`config.mk`:
```
export PLATFORM = sky130hd
export DESIGN_NAME = appbus_regif
export DESIGN_NICKNAME = d
export VERILOG_FILES = /design/src/rtl/appbus_regif.sv
export SDC_FILE = /design/constraint.sdc
export NUM_CORES = 1
export LEC_CHECK = 0
export ABC_CLOCK_PERIOD_IN_PS = 4740
export BUFFER_PORTS_ARGS = -buffer_cell sky130_fd_sc_hd__buf_2
export CORE_AREA = 2 2 91 93
export CTS_BUF_LIST = sky130_fd_sc_hd__clkbuf_4 sky130_fd_sc_hd__clkbuf_8
export DETAILED_ROUTE_END_ITERATION = 16
export DIE_AREA = 0 0 93 95
export PLACE_DENSITY = 0.56
export SYNTH_ARGS = -nofsm -noshare
export SYNTH_HDL_FRONTEND = slang
export SYNTH_SLANG_ARGS = --single-unit
export TNS_END_PERCENT = 10
```
`constraint.sdc`:
```
create_clock -name clk -period 4.74 [get_ports clk]
set_input_delay 0.237 -clock clk [delete_from_list [all_inputs] [get_ports clk]]
set_output_delay 0.237 -clock clk [all_outputs]
set_load 0.05 [all_outputs]
```
`src/rtl/appbus_regif.sv`:
```
module appbus_regif #(
  parameter int DW        = 8,
  parameter int AW        = 8,
  parameter int NUM_EP    = 4,
  parameter int PORT_BASE = 16,
  parameter int A_CTRL0   = 0,
  parameter int A_CTRL1   = 1,
  parameter int A_STAT    = 2
) (
  input  logic                 clk,
  input  logic                 rst,
  input  logic                 wr_rd,
  input  logic                 strb_n,
  input  logic [AW-1:0]        addr,
  input  logic [DW-1:0]        din,
  output logic [DW-1:0]        dout,
  input  logic [DW-1:0]        stat_in,
  output logic [DW-1:0]        ctrl0,
  output logic [DW-1:0]        ctrl1,
  output logic [NUM_EP-1:0]    tx_push,
  output logic [DW-1:0]        tx_data,
  output logic [NUM_EP-1:0]    rx_pop,
  input  logic [NUM_EP*DW-1:0] rx_data
);
  localparam int EPW = (NUM_EP > 1) ? $clog2(NUM_EP) : 1;
  localparam logic [AW:0] PB = (AW+1)'(PORT_BASE);
  localparam logic [AW:0] PE = (AW+1)'(PORT_BASE + NUM_EP);

  logic [2:0]     sync;
  logic           fall;
  logic           hit_port;
  logic [EPW-1:0] ep;
  logic [AW-1:0]  ep_off;
  logic [DW-1:0]  rd_val;

  always_ff @(posedge clk) begin
    if (rst) sync <= 3'b111;
    else     sync <= {sync[1:0], strb_n};
  end

  assign fall     = sync[2] & ~sync[1];
  assign hit_port = ({1'b0, addr} >= PB) && ({1'b0, addr} < PE);
  assign ep_off   = addr - PB[AW-1:0];
  assign ep       = ep_off[EPW-1:0];

  always_comb begin
    rd_val = '0;
    if (hit_port)                      rd_val = rx_data[ep*DW +: DW];
    else if (addr == AW'(A_CTRL0))     rd_val = ctrl0;
    else if (addr == AW'(A_CTRL1))     rd_val = ctrl1;
    else if (addr == AW'(A_STAT))      rd_val = stat_in;
  end

  always_ff @(posedge clk) begin
    if (rst) begin
      dout    <= '0;
      ctrl0   <= '0;
      ctrl1   <= '0;
      tx_push <= '0;
      tx_data <= '0;
      rx_pop  <= '0;
    end else begin
      tx_push <= '0;
      rx_pop  <= '0;
      if (fall) begin
        if (wr_rd) begin
          if (hit_port) begin
            tx_push <= NUM_EP'(1) << ep;
            tx_data <= din;
          end else if (addr == AW'(A_CTRL0)) begin
            ctrl0 <= din;
          end else if (addr == AW'(A_CTRL1)) begin
            ctrl1 <= din;
          end
        end else begin
          dout <= rd_val;
          if (hit_port) rx_pop <= NUM_EP'(1) << ep;
        end
      end
    end
  end

  p_single_req_r9: assert property (@(posedge clk) disable iff (rst)
    $onehot0({tx_push, rx_pop}));

  p_push_one_cycle_r6: assert property (@(posedge clk) disable iff (rst)
    (|tx_push) |=> !(|tx_push));

  p_pop_one_cycle_r6: assert property (@(posedge clk) disable iff (rst)
    (|rx_pop) |=> !(|rx_pop));

  p_push_is_write_r4: assert property (@(posedge clk) disable iff (rst)
    (|tx_push) |-> $past(wr_rd));

  p_pop_is_read_r5: assert property (@(posedge clk) disable iff (rst)
    (|rx_pop) |-> !$past(wr_rd));

  p_ctrl0_by_write_r2: assert property (@(posedge clk) disable iff (rst)
    !$stable(ctrl0) |-> $past(wr_rd && addr == AW'(A_CTRL0)));

  p_dout_by_read_r10: assert property (@(posedge clk) disable iff (rst)
    !$stable(dout) |-> !$past(wr_rd));
endmodule

```
* Word level (Yosys, flattened, before mapping)
Cells that the tools add are included.
** Word-level totals
- Input port bits :: 60
- Logic and storage cells :: 33
- Output and inout port bits :: 40
- Register bits after elaboration :: 43
** Operators by class
- $lt $le $gt $ge :: 2
- $add $sub $neg :: 1
- Mux-type cells :: 5
- Shift-type cells :: 2
- Reductions and logical operators :: 8
- Bitwise gates (word level) :: 6
- Equality and inequality tests :: 2
** Operators with widths (number)
- $mux 8 :: 4
- $shiftx 32x6->8 :: 1
- $eq 8x1->1 const B :: 1
- $eq 8x2->1 const B :: 1
- $ge 8x5->1 const B :: 1
- $logic_not 8->1 :: 1
- $lt 8x5->1 const B :: 1
- $reduce_or 3->1 :: 2
- $not 1->1 :: 5
- $reduce_and 5->1 :: 1
- $mux 4 :: 1
- $reduce_and 4->1 :: 1
- $shl 1x2->4 const A :: 1
- $reduce_and 3->1 :: 1
- $reduce_and 2->1 :: 1
- $sub 2x1->2 const B :: 1
- $and 1x1->1 :: 1
- $logic_and 1x1->1 :: 1

* Longest topological paths before layout
Gate-level depths: netlist of the first run.
- Depth in word-level cells :: 5
- Mapped depth :: 6
- Gate-level depth less buffers :: 4

* Least setup slack after synthesis of the first run
OpenSTA, ideal clock, no wires.
- Path type :: in2reg
- Start point :: input port addr[7]
- End point :: register ctrl1[0]
- Data arrival time :: 1602 ps
- Setup slack :: 3011 ps
- Stages on the path :: 5
- Cells stage by stage :: or4_4 -> or4b_1 -> buf_6 -> mux2i_1 -> nor2_1
** On the way
- Longest elaborated chain between the ends :: 4
- Elaborated cells on any way between the ends :: 8
- Those cells by class :: 2 x order compare; 1 x eq/ne; 2 x bitwise; 3 x reduce/logical
** Ends and longest elaborated chain
- start: declaration :: line 14 : input logic [AW-1:0] addr,
- $ge 8x5->1 or $lt 8x5->1 (tied branches) :: line 42 : assign hit_port = ({1'b0, addr} >= PB) && ({1'b0, addr} < PE);
- $logic_and 1x1->1 :: line 42
- $not 1->1 (no source line)
- $reduce_and 5->1 (no source line) *
- end signal: assignment :: line 73 : ctrl1 <= din;
- end: declaration :: line 19 : output logic [DW-1:0] ctrl1,
Every way passes the cells marked *; elsewhere a longest branch is shown, timed or not.
A chain may end at the register's enable or synchronous reset.

* Worst setup path in the final report of the first run
- Start point :: register sync[1]
- End point :: register ctrl1[3]
** On the way
- Longest elaborated chain between the ends :: 3
** Ends and longest elaborated chain
- start: declaration :: line 29 : logic [2:0] sync;
- start signal: assignment :: line 38 : else sync <= {sync[1:0], strb_n};
- $not 1->1 :: line 41 : assign fall = sync[2] & ~sync[1];
- $and 1x1->1 :: line 41
- $reduce_and 5->1 (no source line)
Every way passes these cells.

==> impl_results.md, run 1 <==
- Clock-pin slew on the worst setup and hold paths: 0.08 ns
- Pin count of the biggest net entering global routing: 42
- Synth area leader: dfxtp_1
- Vias in the first global route: 1826
- Worst vdd ir: 104 uV
- Mapped Cells: 202
- Die ar.: 8840 um2
- Most frequent cells in the layout: buf_2 (99), dfxtp_1 (43), nor2_1 (29)
- Placed Cells: 391
- Global-route total usage across every layer: 13.5%
- First-pass GRT wire length: 9.16 mm
- Die height: 95 um
- Crit path max fanout: 11
- Most common cell after layout, fill and taps aside: buf_2
- Layout filler cell count: 890
- Drt pass-1 iters: 4
- Root Buffer: clkbuf_8
- Layout cells sized above 1: 41.5%
- Power per standard cell area: 267 nW/um2
- Post-DP Area: 2500 um2
- Top cell type's share of synthesized area: 44.6%
- Post-CTS resize count: 0
- Total power: 693 uW
- Syn Area/Cell: 9.56 um2
- Worst hold path type: primary input to flop
- YS warnings: 0
- Fmax: 511 MHz
- GRT overflow: 0
- Initial cell density of the core: 24.4%
- Crit path time final: 1.96 ns
- Drt wl/cell: 14.8 um
- Status: complete, no violations
- Critical path data required time: 4.90 ns
- Post-synthesis cell area: 1930 um2
- Slew Limit Fails: 0
- Final worst slack: 2.78 ns
- Sw Ratio: 24.1%
- Core Util, Final: 32.8%
- CTS Buffer Depth: 2
- Io pins: 100
- Setup TNS: 0 ns
- Die span in x: 93 um
- Top cells by area, synth: dfxtp_1 (45%), mux2i_1 (12%), mux4_2 (9.3%), nor2_1 (5.6%), o221ai_1 (2.7%)
- Port Buf Inserts: 99
- CTS Hold Bufs: 0
- Dpl ws: 2.48 ns
- RSZ-0062 raised after global routing: false
- WP data arrival: 2.12 ns
- Setup CP Type: flop to flop
- Worst hold slack: 0.124 ns
- Detailed Route Iter0 Violations: 57
- Worst Setup End Kind: flop
- Antenna Nets Post-Route: 0
- Residual DRC: 0
- CTS tree: yes
- CP max stage delay: 0.73 ns
- Post-Layout Cell Count: 400
- Post-route design area: 2600 um2
- Max_slew headroom: 50.5%
- Clk_lat worst skew: 0.29 ns
- Post-synthesis sequential area ratio: 44.6%
- Vias: 1840
- Initial antenna violation count: 1
- H-tree Lvls: 2
- Post-CTS setup buffers: 0
- CP Launch Type: flop
- Layout Skew: 0.00864 ns
- Total CTS buffers: 5
- Hold Fails Final Rpt: 0
- Slowest-stage cell, CP: or4b_1
- Worst-Margin Slew: 0.743 ns
- Row count: 33
- Combinational share of power: 11.6%
- Detailed-placement wirelength estimate: 4.64 mm
- Post-synthesis cell type count: 30
- Final GP Congestion: 0.763
- Switch Pwr: 167 uW
- Setup violations, final: 0
- Leakage power: 1.28 nW
- # clock sinks: 43
- Flop pwr share: 52.6%
- Vias per inst: 4.60
- Clock share of power: 35.8%
- Total Wirelength: 5.93 mm
- Synthesis-to-finish area growth: 34.7%
- Seq cells post-synth: 43
- Crit-path cells: and3b_1 -> or4b_1 -> mux2i_1 -> nor2_1
- Syn_nets: 262
- # nets final: 353
- Final worst path period share: 41.3%
- Worst hold stages: 2
- Worst R2R Path Depth: 4
- Internal power: 526 uW
- Core area: 7930 um2
- MaxCap Viol Count: 0
==> sequential cells by signal (all words and copies together) (netlist names) <==
register,cells
rx_pop,4
dout,8
tx_data,8
ctrl0,8
tx_push,4
sync,3
ctrl1,8
==> cell usage after synthesis <==
master / instances
a41oi_1: 1
nor2_1: 29
a31oi_1: 1
dfxtp_1: 43
mux4_2: 8
inv_1: 8
nor2b_1: 2
buf_6: 1
nand4_1: 3
buf_1: 1
a21oi_1: 10
o21ai_0: 1
and3_1: 1
clkbuf_1: 12
or4_4: 1
nor3_1: 9
buf_2: 2
nor3b_1: 1
o22ai_1: 2
o221ai_1: 6
a22oi_1: 6
and3b_1: 1
nor4_1: 3
nand2_1: 10
or2_2: 4
or4b_1: 1
nand2b_1: 1
nand3_1: 9
nand3b_1: 1
mux2i_1: 24
==> power groups by stage <==
stage	Sequential, mW	Combinational [mW]	Clock (mW)
floorplan	0.379	0.0377	0
global placement	0.373	0.0803	0
detailed placement	0.373	0.0818	0
CTS	0.365	0.0823	0.257
global route	0.365	0.0881	0.271
finish	0.365	0.0804	0.248
==> layout make-up <==
| cell class | count | area (um2) | area share (%) |
|---|---|---|---|
| inverter | 8 | 30.0 | 1.15 |
| clock inverter | 1 | 8.76 | 0.337 |
| sequential | 43 | 861 | 33.1 |
| timing repair buffer | 100 | 503 | 19.3 |
| tap | 105 | 131 | 5.05 |
| multi-input combinational | 135 | 975 | 37.5 |
| clock buffer | 7 | 90.1 | 3.46 |
| antenna | 1 | 2.50 | 0.0962 |
==> cell families (layout without fill, tap and decap cells) <==
logic type	count (synthesis)	count (layout)	synth area share, %
and+or+nand+nor	76	76	19.1
DFF	43	43	44.6
muxes	32	32	21.8
AOI/OAI and AO/OA	27	27	9.33
buffers and inverters	24	116	5.18
other	0	1	0
==> per-layer routing <==
layer | vias up | part of all wire [%] | track usage (%)
li1 | 905 | - | -
met1 | 863 | 43 | 16.1
met2 | 62 | 48 | 23.0
met3 | 10 | 6.2 | 3.99
met4 | 0 | 2.2 | 5.02
met5 | - | 0 | 0
==> critical path: cells and delay by family, from the launching register on <==
family           cells  cell delay [ns]
muxes                1             0.24
and+or+nand+nor      3             1.25
DFF                  1             0.33
==> path summary, 6_finish.rpt <==
path | start | slack [ns] | to
worst min register to register | sync[0] | 0.42 | sync[1]
worst max register to register | sync[1] | 2.78 | ctrl1[3]
worst max-delay path | sync[1] | 2.78 | ctrl1[3]
worst min-delay path | strb_n | 0.12 | sync[0]
(Power assumes the default switching activity.)
==> inputs of run 2 (changes only) <==
--- a/config.mk
+++ b/config.mk
@@ -5,7 +5,7 @@
 export SDC_FILE = /design/constraint.sdc
 export NUM_CORES = 1
 export LEC_CHECK = 0
-export ABC_CLOCK_PERIOD_IN_PS = 4740
+export ABC_CLOCK_PERIOD_IN_PS = 1800
 export BUFFER_PORTS_ARGS = -buffer_cell sky130_fd_sc_hd__buf_2
 export CORE_AREA = 2 2 91 93
 export CTS_BUF_LIST = sky130_fd_sc_hd__clkbuf_4 sky130_fd_sc_hd__clkbuf_8
==> constraint.sdc (replaced) <==
create_clock -name clk -period 1.8 [get_ports clk]
set_input_delay 0.09 -clock clk [delete_from_list [all_inputs] [get_ports clk]]
set_output_delay 0.09 -clock clk [all_outputs]
set_load 0.05 [all_outputs]
==> run 2 against run 1 <==
Critical path depth increased by 1. Clock power rose to 3.0 times the previous value. Sequential power increased to 2.6 times the previous value. Cell count increased by 2.8%. Die area stayed put. Critical path type unchanged. Highest routed layer unchanged.
==> impl_results.md, run 2 (same netlist as run 1, synthesis figures left out) <==
- Setup CP Type: flop to flop
- Die span in x: 93 um (unchanged)
- Pin count of the biggest net entering global routing: 42 (unchanged)
- MaxCap Viol Count: 0 (unchanged)
- Crit path time final: 1.57 ns (-0.386 ns)
- GRT overflow: 0 (unchanged)
- Area occupied by multi-input gates: 975 um2 (unchanged)
- WP data arrival: 1.73 ns (-0.39 ns)
- Worst-Margin Slew: 0.759 ns (+0.0165 ns)
- Root Buffer: clkbuf_8
- Post-DP Area: 2590 um2 (+3.6%)
- Final worst path period share: 87.2% (+46 points)
- Crit-path cells: and3b_1 -> or4b_1 -> buf_4 -> mux2i_1 -> nor2_1
- Post-Layout Cell Count: 411 (+2.8%)
- Port Buf Inserts: 99 (unchanged)
- Clk_lat worst skew: 0.29 ns (about the same)
- Antenna fix cells: 0 (-1)
- Critical path data required time: 1.96 ns (-2.94 ns)
- Hold Path Sink: ctrl0[0]
- Vias in the first global route: 1889 (+3.5%)
- Setup TNS: 0 ns (unchanged)
- Drt wl/cell: 14.9 um (+0.70%)
- Total CTS buffers: 5 (unchanged)
- # clock sinks: 43 (unchanged)
- Initial cell density of the core: 24.4% (unchanged)
- H-tree Lvls: 2 (unchanged)
- Power per standard cell area: 710 nW/um2 (+170%)
- Clock-pin slew on the worst setup and hold paths: 0.08 ns (about the same)
- Post-CTS setup buffers: 0 (unchanged)
- Antenna Nets Post-Route: 0 (unchanged)
- Setup violations, final: 0 (unchanged)
- Max_slew headroom: 49.4% (-1.1 points)
- # nets final: 366 (+3.7%)
- Io pins: 100 (unchanged)
- Total Wirelength: 6.14 mm (+3.5%)
- Global-route total usage across every layer: 14.2% (+0.66 points)
- Fmax: 637 MHz (+25%)
- Hold Crit Start: din[0]
- Worst R2R Path Depth: 5 (+1)
- First-pass GRT wire length: 9.60 mm (+4.9%)
- Layout Skew: 0.00731 ns (-0.00133 ns)
- Die height: 95 um (unchanged)
- Detailed Route Iter0 Violations: 110 (+93%)
- Worst vdd ir: 319 uV (+210%)
- Core area: 7930 um2 (unchanged)
- Vias per inst: 4.60 (about the same)
- Core Util, Final: 34.1% (+1.3 points)
- Critical Path Source: sync[1]
- Placed Cells: 403 (+3.1%)
- Post-CTS resize count: 0 (unchanged)
- CTS tree: yes
- Worst hold path type: primary input to flop
- Vias: 1892 (+2.8%)
- Drt pass-1 iters: 4 (unchanged)
- CP Launch Type: flop
- Hold Fails Final Rpt: 0 (unchanged)
- Most frequent cells in the layout: buf_2 (99), dfxtp_1 (43), nor2_1 (29)
- CP max stage delay: 0.44 ns (-0.29 ns)
- Row count: 33 (unchanged)
- Post-route design area: 2710 um2 (+4.0%)
- Dpl ws: -0.0112 ns (-2.50 ns)
- Synthesis-to-finish area growth: 40.2%
- Layout cells sized above 1: 43.5% (+2.0 points)
- RR Startpoint: sync[1]
- Leakage power: 1.34 nW (+4.7%)
- Status: complete, no violations
- Delay-heaviest family, CP: simple AND/OR/NAND/NOR gates
- Worst hold slack: 0.0652 ns (-0.0585 ns)
- Worst Setup End Kind: flop
- CTS Hold Bufs: 1 (+1)
- Residual DRC: 0 (unchanged)
- Register area: 861 um2 (unchanged)
- Die ar.: 8840 um2 (unchanged)
- Most common cell after layout, fill and taps aside: buf_2
- R2R Setup Slk: 0.23 ns (-2.55 ns)
- Final GP Congestion: 0.704 (-7.7%)
- Crit path max fanout: 8 (-3)
- Slew Limit Fails: 0 (unchanged)
- Initial antenna violation count: 0 (-1)
- CTS Buffer Depth: 2 (unchanged)
- Final worst slack: 0.230 ns (-2.55 ns)
- WP buf/inv: 1 (+1)
- Detailed-placement wirelength estimate: 4.75 mm (+2.4%)
- Reg2reg end: ctrl1[4]
- Slowest-stage cell, CP: or4b_1
- RSZ-0062 raised after global routing: false
- Total power: 1.92 mW (+180%)
- Worst hold stages: 3 (+1)
- Layout filler cell count: 876 (-1.6%)
-- run 2: cell count changes in the layout (fill, tap and decap cells not counted), sizes merged --
| cell | change |
|---|---|
| buf | +12 |
| bufinv | +1 |
| clkbuf | -2 |
| clkinv | -1 |
| clkinvlp | +1 |
| diode | -1 |
| dlygate4sd3 | +1 |
-- run 2: worst register-to-register path: stages (launching register included) --
cell and delay, ns:
dfxtp_1 0.33, and3b_1 0.25, or4b_1 0.44, buf_4 0.20, mux2i_1 0.16, nor2_1 0.06
-- run 2: layout make-up --
| class | instances | area share (%) |
|---|---|---|
| multi-input combinational | 135 | 36.0 |
| sequential | 43 | 31.8 |
| timing repair buffer | 113 | 22.3 |
| tap | 105 | 4.85 |
| clock buffer | 5 | 2.54 |
| clock inverter | 2 | 1.39 |
| inverter | 8 | 1.11 |
-- run 2: layer usage --
layer  share of wire (%)  wire length [um]  GRT usage, %
met1                  45              2750          18.1
met2                  47              2910          23.4
met3                 7.1               435          4.63
met4                0.59                36          3.06
met5                   0                 0             0
-- run 2: how the worst max path moves through the flow --
stage	end	slack, ns	cells past startpoint
6_report	ctrl1[4]	0.23	5
2_1_floorplan	ctrl0[0]	0.19	5
4_1_cts	ctrl1[4]	0.22	5
3_3_place_gp	ctrl1[0]	0.02	6
5_1_grt	ctrl1[4]	0.14	5
3_5_place_dp	ctrl1[4]	-0.01	6
-- run 2: report_power, final --
part	switching [mW]	internal, mW
Combinational	0.117	0.110
Sequential	0.00323	0.957
Clock	0.328	0.406
Total	0.449	1.47
==> inputs of run 3 (changes only) <==
--- a/config.mk
+++ b/config.mk
@@ -8,10 +8,10 @@
 export ABC_CLOCK_PERIOD_IN_PS = 1800
 export BUFFER_PORTS_ARGS = -buffer_cell sky130_fd_sc_hd__buf_2
 export CORE_AREA = 2 2 91 93
-export CTS_BUF_LIST = sky130_fd_sc_hd__clkbuf_4 sky130_fd_sc_hd__clkbuf_8
 export DETAILED_ROUTE_END_ITERATION = 16
 export DIE_AREA = 0 0 93 95
 export PLACE_DENSITY = 0.56
+export SKIP_CTS_REPAIR_TIMING = 1
 export SYNTH_ARGS = -nofsm -noshare
 export SYNTH_HDL_FRONTEND = slang
 export SYNTH_SLANG_ARGS = --single-unit
==> run 3 against run 2 <==
Core utilization unchanged. Critical endpoint unchanged. Highest routed layer unchanged. Final area is the same. Non-clock buffer count is the same. Critical path type unchanged. Sequential share of layout area is the same. Wire length hardly changed. Largest cell class unchanged.
==> impl_results.md, run 3 (same netlist as run 1, synthesis figures left out) <==
- Status: complete, no violations
- Crit-path cells: and3b_1 -> or4b_1 -> buf_4 -> mux2i_1 -> nor2_1
- Total power: 1.92 mW (about the same)
- Worst hold path type: primary input to flop
- CP max stage delay: 0.44 ns (about the same)
- Core area: 7930 um2 (unchanged)
- Core Util, Final: 34.1% (unchanged)
- Layout Skew: 0.00731 ns (unchanged)
- WP buf/inv: 1 (unchanged)
- Final worst path period share: 87.2% (unchanged)
- Total CTS buffers: 5 (unchanged)
- CP Launch Type: flop
- # clock sinks: 43 (unchanged)
- Hold Fails Final Rpt: 0 (unchanged)
- Initial cell density of the core: 24.4% (unchanged)
- Crit path time final: 1.57 ns (unchanged)
- Global-route total usage across every layer: 14.1% (-0.017 points)
- Vias per inst: 4.60 (unchanged)
- Setup violations, final: 0 (unchanged)
- Drt wl/cell: 14.9 um (about the same)
- Die span in x: 93 um (unchanged)
- Final worst slack: 0.230 ns (unchanged)
- Clock-pin slew on the worst setup and hold paths: 0.08 ns (about the same)
- Most frequent cells in the layout: buf_2 (99), dfxtp_1 (43), nor2_1 (29)
- Fmax: 637 MHz (unchanged)
- Layout cells sized above 1: 43.5% (unchanged)
- Io pins: 100 (unchanged)
- Delay-heaviest family, CP: simple AND/OR/NAND/NOR gates
- Worst-Margin Slew: 0.759 ns (unchanged)
- Max_slew headroom: 49.4% (unchanged)
- Vias in the first global route: 1884 (-0.26%)
- Slowest-stage cell, CP: or4b_1
- Vias: 1892 (unchanged)
- Final GP Congestion: 0.704 (unchanged)
- Setup TNS: 0 ns (unchanged)
- CTS tree: yes
- # nets final: 366 (unchanged)
- Total Wirelength: 6.14 mm (about the same)
- Most common cell after layout, fill and taps aside: buf_2
- Power per standard cell area: 710 nW/um2 (about the same)
- Slew Limit Fails: 0 (unchanged)
- Crit path max fanout: 8 (unchanged)
- Die height: 95 um (unchanged)
- Synthesis-to-finish area growth: 40.2% (unchanged)
- Leakage power: 1.34 nW (unchanged)
- Setup CP Type: flop to flop
- Clk_lat worst skew: 0.29 ns (about the same)
- RSZ-0062 raised after global routing: false
- GRT overflow: 0 (unchanged)
- H-tree Lvls: 2 (unchanged)
- First-pass GRT wire length: 9.59 mm (-0.14%)
- Dpl ws: -0.0112 ns (unchanged)
- CTS Buffer Depth: 2 (unchanged)
- Residual DRC: 0 (unchanged)
- Pin count of the biggest net entering global routing: 42 (unchanged)
- Row count: 33 (unchanged)
- Initial antenna violation count: 0 (unchanged)
- Antenna Nets Post-Route: 0 (unchanged)
- Worst vdd ir: 319 uV (unchanged)
- Critical path data required time: 1.96 ns (about the same)
- Antenna fix cells: 0 (unchanged)
- Drt pass-1 iters: 4 (unchanged)
- Die ar.: 8840 um2 (unchanged)
- WP data arrival: 1.73 ns (about the same)
- Detailed Route Iter0 Violations: 110 (unchanged)
- MaxCap Viol Count: 0 (unchanged)
- Worst Setup End Kind: flop
- Layout filler cell count: 876 (unchanged)
- Register area: 861 um2 (unchanged)
- Detailed-placement wirelength estimate: 4.75 mm (unchanged)
- Port Buf Inserts: 99 (unchanged)
- Area occupied by multi-input gates: 975 um2 (unchanged)
- Root Buffer: clkbuf_8
-- run 3: cell counts in the layout (fill, tap and decap cells not counted) --
Identical to the previous run, type by type.
-- run 3: worst reg2reg max path: cells and delay by family (launching register included) --
| kind | cells | cell delay, ns |
|---|---|---|
| DFF | 1 | 0.33 |
| muxes | 1 | 0.16 |
| buffers and inverters | 1 | 0.20 |
| and+or+nand+nor | 3 | 0.75 |
-- run 3: final timing paths --
kind	to	from	depth (start not counted)	slack [ns]
setup reg to reg	ctrl1[4]	sync[1]	5	0.23
setup / recovery	ctrl1[4]	sync[1]	5	0.23
hold / removal	ctrl0[0]	din[0]	3	0.07
hold reg to reg	sync[1]	sync[0]	1	0.42
-- run 3: area by class of cell --
class / count / area share [%]
clock buffer: 5 / 2.54
clock inverter: 2 / 1.39
inverter: 8 / 1.11
multi-input combinational: 135 / 36.0
sequential: 43 / 31.8
tap: 105 / 4.85
timing repair buffer: 113 / 22.3
-- run 3: report_power, final --
part	switching, mW	internal (mW)	total [mW]
Clock	0.328	0.406	0.734
Combinational	0.117	0.110	0.227
Sequential	0.00323	0.957	0.961
-- run 3: per-stage QoR --
stage | area (um2) | cells | hold WS [ns]
floorplan | 1930 | 202 | 0.194
global placement | 2590 | 403 | 0.282
detailed placement | 2590 | 403 | 0.276
CTS | 2700 | 410 | -0.0329
global route | 2710 | 411 | 0.0632
finish | 2710 | 411 | 0.0652
-- run 3: metal layers --
metal | track usage [%] | wire length (um) | vias up
li1 | - | - | 933
met1 | 18.0 | 2750 | 900
met2 | 23.4 | 2910 | 55
met3 | 4.71 | 439 | 4
met4 | 3.06 | 36 | 0
met5 | 0 | 0 | -
